[src/rtl/exc_vector_unit.sv]
module exc_vector_unit #(
  parameter logic [31:0] RESET_VEC = 32'hBFC0_0000,
  parameter logic [31:0] BOOT_BASE = 32'hBFC0_0200,
  parameter logic [31:0] DEBUG_VEC = 32'hBFC0_0480
) (
  input  logic        clk,
  input  logic        rst_n,
  input  logic        take_i,
  input  logic [4:0]  exc_code_i,
  input  logic        refill_i,
  input  logic [1:0]  cop_num_i,
  input  logic [31:0] fault_pc_i,
  input  logic        in_delay_i,
  input  logic        isa16_i,
  input  logic [1:0]  ksu_i,
  input  logic        dbg_mode_i,
  input  logic [31:0] status_i,
  input  logic [31:0] cause_i,
  input  logic [31:0] ebase_i,
  output logic        done_o,
  output logic [31:0] vector_o,
  output logic [31:0] epc_o,
  output logic [31:0] errorepc_o,
  output logic [31:0] depc_o,
  output logic [31:0] status_o,
  output logic [31:0] cause_o,
  output logic [31:0] debug_o,
  output logic [1:0]  ksu_o,
  output logic        isa16_o,
  output logic        dslot_o,
  output logic        dbg_mode_o
);
  localparam int ST_EXL = 1, ST_ERL = 2, ST_NMI = 19, ST_SR = 20, ST_BEV = 22;
  localparam int CA_BD = 31, CA_IV = 23;

  wire exl       = status_i[ST_EXL];
  wire int_dbg   = (exc_code_i == 5'd0) && dbg_mode_i;
  wire cls_gen   = !exc_code_i[4] && !int_dbg;
  wire cls_rst   = (exc_code_i >= 5'd16) && (exc_code_i <= 5'd18);
  wire cls_dbg   = ((exc_code_i >= 5'd19) && (exc_code_i <= 5'd24)) || int_dbg;
  wire accept    = take_i && (cls_gen || cls_rst || cls_dbg);

  wire [31:0] pc_isa = (fault_pc_i & ~32'd1) | {31'd0, isa16_i};
  wire [31:0] rewind = isa16_i ? 32'd2 : 32'd4;
  wire [31:0] resume = in_delay_i ? pc_isa - rewind : pc_isa;

  logic [31:0] gen_off, status_nx, cause_nx, vec_nx, dbg_bit;
  wire  [31:0] gen_base = status_i[ST_BEV] ? BOOT_BASE : (ebase_i & ~32'h3FF);

  always_comb begin
    if ((exc_code_i == 5'd2 || exc_code_i == 5'd3) && refill_i && !exl)
      gen_off = 32'h000;
    else if (exc_code_i == 5'd0 && cause_i[CA_IV])
      gen_off = 32'h200;
    else
      gen_off = 32'h180;
  end

  always_comb begin
    case (exc_code_i)
      5'd19:   dbg_bit = 32'h01;
      5'd22:   dbg_bit = 32'h02;
      5'd24:   dbg_bit = 32'h04;
      5'd23:   dbg_bit = 32'h08;
      5'd21:   dbg_bit = 32'h10;
      default: dbg_bit = 32'h20;
    endcase
  end

  always_comb begin
    status_nx = status_i;
    cause_nx  = cause_i;
    vec_nx    = DEBUG_VEC;
    if (cls_gen) begin
      status_nx[ST_EXL] = 1'b1;
      if (!exl) cause_nx[CA_BD] = in_delay_i;
      cause_nx[6:2] = exc_code_i;
      if (exc_code_i == 5'd11) cause_nx[29:28] = cop_num_i;
      vec_nx = gen_base + gen_off;
    end else if (cls_rst) begin
      status_nx[ST_ERL] = 1'b1;
      status_nx[ST_BEV] = 1'b1;
      if (exc_code_i == 5'd17) status_nx[ST_SR]  = 1'b1;
      if (exc_code_i == 5'd18) status_nx[ST_NMI] = 1'b1;
      if (!exl) cause_nx[CA_BD] = 1'b0;
      vec_nx = RESET_VEC;
    end else begin
      if (!exl) cause_nx[CA_BD] = 1'b0;
    end
  end

  always_ff @(posedge clk or negedge rst_n) begin
    if (!rst_n) begin
      done_o <= 1'b0;  vector_o <= '0;  epc_o <= '0;  errorepc_o <= '0;
      depc_o <= '0;    status_o <= '0;  cause_o <= '0; debug_o <= '0;
      ksu_o <= '0;     isa16_o <= 1'b0; dslot_o <= 1'b0; dbg_mode_o <= 1'b0;
    end else begin
      done_o <= accept;
      if (accept) begin
        vector_o <= vec_nx;
        status_o <= status_nx;
        cause_o  <= cause_nx;
        ksu_o    <= 2'b00;
        isa16_o  <= 1'b0;
        dslot_o  <= 1'b0;
        if (cls_gen && !exl) epc_o <= resume;
        if (cls_rst) errorepc_o <= resume;
        if (cls_dbg) begin
          depc_o     <= (exc_code_i == 5'd19) ? pc_isa : resume;
          debug_o    <= debug_o | dbg_bit;
          dbg_mode_o <= 1'b1;
        end else begin
          dbg_mode_o <= dbg_mode_i;
        end
      end else begin
        ksu_o      <= ksu_i;
        isa16_o    <= isa16_i;
        dslot_o    <= in_delay_i;
        dbg_mode_o <= dbg_mode_i;
      end
    end
  end

  assert_keep_epc_R3: assert property (@(posedge clk) disable iff (!rst_n)
    take_i && !exc_code_i[4] && !dbg_mode_i && status_i[ST_EXL] |=> $stable(epc_o));
  assert_exl_set_R2: assert property (@(posedge clk) disable iff (!rst_n)
    take_i && !exc_code_i[4] && !dbg_mode_i |=> status_o[ST_EXL]);
  assert_reset_vec_R7: assert property (@(posedge clk) disable iff (!rst_n)
    take_i && exc_code_i == 5'd16 |=> vector_o == RESET_VEC && status_o[ST_ERL] && status_o[ST_BEV]);
  assert_debug_entry_R8: assert property (@(posedge clk) disable iff (!rst_n)
    take_i && exc_code_i == 5'd21 |=> vector_o == DEBUG_VEC && dbg_mode_o && debug_o[4]);
  assert_int_in_debug_R10: assert property (@(posedge clk) disable iff (!rst_n)
    take_i && exc_code_i == 5'd0 && dbg_mode_i |=> debug_o[5] && $stable(epc_o));
  assert_kernel_entry_R11: assert property (@(posedge clk) disable iff (!rst_n)
    done_o |-> ksu_o == 2'b00 && !isa16_o && !dslot_o);
  assert_reserved_R13: assert property (@(posedge clk) disable iff (!rst_n)
    take_i && exc_code_i > 5'd24 |=> !done_o && $stable(vector_o));
endmodule

[config.mk]
export PLATFORM = sky130hd
export DESIGN_NAME = exc_vector_unit
export DESIGN_NICKNAME = d
export VERILOG_FILES = /design/src/rtl/exc_vector_unit.sv
export SDC_FILE = /design/constraint.sdc
export NUM_CORES = 1
export LEC_CHECK = 0
export BUFFER_PORTS_ARGS = -buffer_cell sky130_fd_sc_hd__buf_2
export CELL_PAD_IN_SITES_DETAIL_PLACEMENT = 1
export CELL_PAD_IN_SITES_GLOBAL_PLACEMENT = 1
export CORE_MARGIN = 1
export CORE_UTILIZATION = 39
export CTS_BUF_LIST = sky130_fd_sc_hd__clkbuf_8
export DETAILED_ROUTE_END_ITERATION = 8
export GPL_TIMING_DRIVEN = 0
export PLACE_DENSITY = 0.92
export SLEW_MARGIN = 0
export SYNTH_ARGS = -nofsm -noshare
export SYNTH_HDL_FRONTEND = slang
export SYNTH_SLANG_ARGS = --single-unit
[constraint.sdc]
create_clock -name clk -period 2.2 [get_ports clk]
set_input_delay 0.44 -clock clk [delete_from_list [all_inputs] [get_ports clk]]
set_output_delay 0.44 -clock clk [all_outputs]
set_load 0.01 [all_outputs]
# Word level (Yosys, flattened, before mapping)
# Index checks and enable logic that the tools add are counted.
[word_totals]
inputBits = 144
output_inout_bits = 230
elab_cells = 79
ff_bits = 230
[op_classes]
add_sub_neg = 2
bitwise = 2
eq_ne = 10
order_cmp = 4
n_mux = 29
n_reduce_logical = 20
[ops]
columns = ["op", "count"]
rows = [
  ["2-to-1 mux 32 bit", 5],
  ["== test 5 bit (second input constant)", 7],
  ["adder 32 bit", 1],
  ["bitwise OR 32 x 1 -> 32 bit", 1],
  ["bitwise OR 32 bit", 1],
  ["subtractor 32 x 3 -> 32 bit", 1],
  ["case mux 6 bit (5 select lines)", 1],
  ["2-to-1 mux 1 bit", 14],
  ["2-to-1 mux 11 bit", 1],
  ["== test 5 x 2 -> 1 bit (second input constant)", 2],
  ["greater-or-equal comparator 5 bit (second input constant)", 2],
  ["less-or-equal comparator 5 bit (second input constant)", 2],
  ["2-to-1 mux 10 bit", 1],
  ["2-to-1 mux 2 bit", 5],
  ["logical AND 1 bit", 9],
  ["AND reduction 2 bit", 3],
  ["== test 5 x 4 -> 1 bit (second input constant)", 1],
  ["zero test 5 bit", 1],
  ["2-to-1 mux 5 bit", 1],
  ["logical OR 1 bit", 4],
  ["zero test 1 bit", 3],
  ["2-to-1 mux 3 bit", 1],
]

# Logic depth before layout (Yosys ltp)
[depth]
word_depth = 8
depth_mapped = 11
ltp_nobuf = 9

# Worst setup path after synthesis
# Ideal clock, no wire load.
[synth_path]
path_kind = "input to register"
startpoint = "input port exc_code_i[1]"
endpoint = "register vector_o[31]"
setup_ns = 0.132
path_stages = 11
path_buffers = 2
required_time_ns = 2.068
arrival_time_ns = 3.022
path_slack_ns = -0.955
path_cell_list = "clkbuf_1 -> nor4_1 -> nand3b_1 -> inv_1 -> ha_1 -> nand4_1 -> or4_1 -> clkbuf_1 -> or4b_1 -> xnor2_1 -> a21oi_1"
[synth_between]
elab_chain_len = 7
word_cells_on_any_way = 24
classes_between = "1 x add/sub; 4 x order compare; 2 x eq/ne; 3 x mux; 14 x reduce/logical"
[synth_lines]
columns = ["element", "line", "rtl"]
rows = [
  ["start, declared", "9", "input logic [4:0] exc_code_i,"],
  ["== test 5 x 2 -> 1 bit / zero test 5 bit (equally long branches)", "51, 37, 53", ""],
  ["logical OR 1 bit / logical AND 1 bit (equally long branches)", "51, 37", ""],
  ["logical AND 1 bit / zero test 1 bit (equally long branches)", "51, 38", ""],
  ["logical AND 1 bit (on tied branches)", "51, 38", ""],
  ["2-to-1 mux 32 bit / logical OR 1 bit (equally long branches)", "51, 41", ""],
  ["adder 32 bit / logical OR 1 bit (equally long branches)", "79, 41", ""],
  ["2-to-1 mux 32 bit / logical AND 1 bit (equally long branches)", "74, 41", ""],
  ["end signal, assigned", "100", "vector_o <= vec_nx;"],
  ["end, declared", "21", "output logic [31:0] vector_o,"],
]
# Several ways; a longest one is shown, not always the timed one.
# A chain may end at the register's enable or synchronous reset.

# Final worst setup path
[layout_path]
startpoint = "input port exc_code_i[0]"
endpoint = "register vector_o[31]"
# The elaborated chain is that of the path after synthesis.

==> results.ini <==
[clock_tree]
cts_tree = built
clkSlewWorstSetupHoldPaths_ps = 120
cts_made_buffers = 17
clockBufferDepth = 2
ctsRootBufferMaster = clkbuf_8
clock-sinks = 197
htree_levels = 4
clock_latency_ps = 480

[setup_path]
r2r_setup_slack_ps = 1420
path_max_fanout = 4
worstSetupStartpointType = input port
r2r-start = vector_o[30]$_DFFE_PN0P_
cp-end-kind = register
cp.required_ps = 2560
r2r_cells = 2
r2r_end = vector_o[30]$_DFFE_PN0P_
cp_data_arrival_time_ps = 2710
worst-setup-path-type = in -> reg

[placed_design]
portBuffers = 316
place_ws_ps = -1330
post-dp-hpwl_mm = 27.2
gpl.final_weighted_congestion = 0.877

[grt]
overflow = 0
antenna_found_initial = 3
grt_usage_pct = 31.1
grt_pass1_wl_mm = 57.1
grt_pass1_vias = 10071
grt_max_degree = 108

[yosys]
ys_types = 57
synthCells = 1020
syn_area_mm2 = 0.00928
syn_avg_cell_area_um2 = 9.10
synth_top_family_by_area = simple AND/OR/NAND/NOR gates
async_reset_ff_share_pct = 100
synth_fa_ha_area_share_pct = 0.620
synth_ff_type = dfrtp_1
ys_ff_latch = 197
ys_warn_count = 0
ys_seq_area_share_pct = 53.1
synthMuxAreaShare_pct = 1.13
synth_xor_area_share_pct = 6.70
synth_edf_count = 0
synth_compound_area_share_pct = 9.76
synth-simple-area-share_pct = 22.6

[layout]
multiInputGateArea_mm2 = 0.00422
fill_cells = 2856
most-common-layout-cells = buf_2 (318), nand2_1 (232), dfrtp_1 (197)
area_growth_pct = 32.9
layout.nets = 1556
final_common_cell = buf_2
drive_gt1_share_pct = 33.2
area.sequential_mm2 = 0.00493

[outcome]
violations = setup timing
outcome = finished, violations left

[sta]
rsz0062_at_grt = true
fin_skew_ps = 0
fin_crit_ps = 2360
max_freq_mhz = 424
fin_crit_sh_pct = 107
hold_violations = 0
fin_ws_ps = -158
setup_violations = 4
slew_headroom_pct = 38.1
slew_violations = 0
worstMarginPinSlew_ps = 920

[die]
start_util_pct = 39.7
boundaryPins = 374
die_width_um = 156
rows = 56
die_h_um = 156
die_area_mm2 = 0.0244
coreArea_mm2 = 0.0234

[routing]
vias = 9400
met1Wirelength_mm = 14.0
routed_wl_mm = 37.8
wl_met3_mm = 2.71
drt_iter0_markers = 608
drt_drc_violations_left = 0
ant_nets = 0
dr.pass1.iters = 5
wl_per_cell_um = 21.7
met2_length_mm = 18.9
top_layer = met5
vias_per_cell = 5.40

[worst_hold_path]
holdCritPathClass = in -> reg
min-delay-start = cause_i[12]
hold_depth = 3
hold_end = cause_o[12]$_DFFE_PN0P_

[power]
p_leak_nw = 5.97
power_density_mw_per_mm2 = 746
power_mw = 9.20
peakVddDrop_mv = 0.383

[run]
cap_violations = 0

-- area by class of cell --
type                            instances  share of cell area, %
Antenna cell                            2                 0.0406
Buffer                                 98                   4.94
Clock buffer                           17                   1.90
Clock inverter                         14                  0.984
Inverter                               10                  0.304
Multi-Input combinational cell        746                   34.2
Sequential cell                       197                   40.0
Tap cell                              319                   3.23
Timing Repair Buffer                  338                   14.5
-- timing repair --
action,CTS,global route
hold buffers,1,0
gates resized for setup,39,34
pin swaps,13,7
endpoints found under the setup margin,111,84
hold endpoints to repair,35,0
gates cloned,0,0
buffers inserted,24,1
-- cells in the mapped netlist (all sizes together), types with 2 or more instances --
cell type,count,share of area (%)
nor2,106,4.3
mux2i,6,0.65
o21ai,55,3.0
or2,5,0.34
or3,3,0.20
and2,3,0.20
nand2b,5,0.34
o32ai,2,0.19
a21oi,79,4.3
or3b,2,0.19
and4,2,0.19
mux2,4,0.49
clkbuf,56,2.3
nand3,17,0.92
xor2,23,2.2
o21bai,6,0.49
o211ai,4,0.32
nand4,10,0.67
dfrtp,197,53
buf,43,3.4
a21o,3,0.24
and3,3,0.20
inv,10,0.40
nand3b,3,0.24
a22o,4,0.38
nand2,233,9.4
nor4,34,2.7
ha,3,0.40
nor3,23,1.2
or4,5,0.44
xnor2,48,4.5
nand4b,5,0.47
-- kinds of logic (layout without fill, tap and decap cells) --
logic type / Yosys count / in the layout
xor gates and xnor gates: 71 / 71
other: 1 / 35
AOI/OAI and AO/OA: 163 / 163
adders and majority gates: 4 / 4
DFF: 197 / 197
muxes: 10 / 10
and+or+nand+nor: 465 / 465
buffers and inverters: 109 / 477
-- state kept, by name, summed over array words and instances, names as in the netlist --
name,count
status_o,32
isa16_o,1
errorepc_o,32
epc_o,32
ksu_o,2
done_o,1
cause_o,32
dbg_mode_o,1
depc_o,32
dslot_o,1
vector_o,25
debug_o,6
-- stage by stage --
stage,util (%),TNS [ps],instance area (um2),cells,hold slack (ps)
2_1_floorplan,-,-3650,9550,1052,144
3_3_place_gp,49.3,-625370,11500,1687,440
3_5_place_dp,49.4,-126690,11600,1688,457
4_1_cts,52.5,-612,12300,1742,117
5_1_grt,52.7,-602,12300,1741,129
6_report,52.7,-329,12300,1741,141
-- power by group --
| part | switching, mW | internal (mW) |
|---|---|---|
| sequential | 0.356 | 4.19 |
| clock | 1.49 | 0.815 |
| combinational | 1.45 | 0.905 |
| total | 3.29 | 5.91 |
-- critical path, cell delays in order --
cell and delay [ps]:
clkbuf_16 130, nor4_4 310, nand3b_1 140, inv_1 80, ha_2 170, nand4_1 140, or4_4 560, or4b_4 510
xnor2_2 160, a21oi_2 70
-- per-layer routing --
metal / track usage, % / vias up
met5: 0 / -
li1: - / 4129
met3: 6.95 / 150
met1: 34.7 / 4637
met2: 53.9 / 482
met4: 19.3 / 2
-- how the worst max path moves through the flow --
stage,slack (ps),to,start
after floorplan,-620,vector_o[31]$_DFFE_PN0P_,exc_code_i[0]
after global placement,-2600,errorepc_o[12]$_DFFE_PN0P_,rst_n
after detailed placement,-1330,errorepc_o[11]$_DFFE_PN0P_,exc_code_i[2]
after CTS,-250,vector_o[31]$_DFFE_PN0P_,exc_code_i[3]
after global routing,-180,vector_o[31]$_DFFE_PN0P_,exc_code_i[0]
final,-160,vector_o[31]$_DFFE_PN0P_,exc_code_i[0]
No activity file was read; power rests on OpenSTA's default activity.
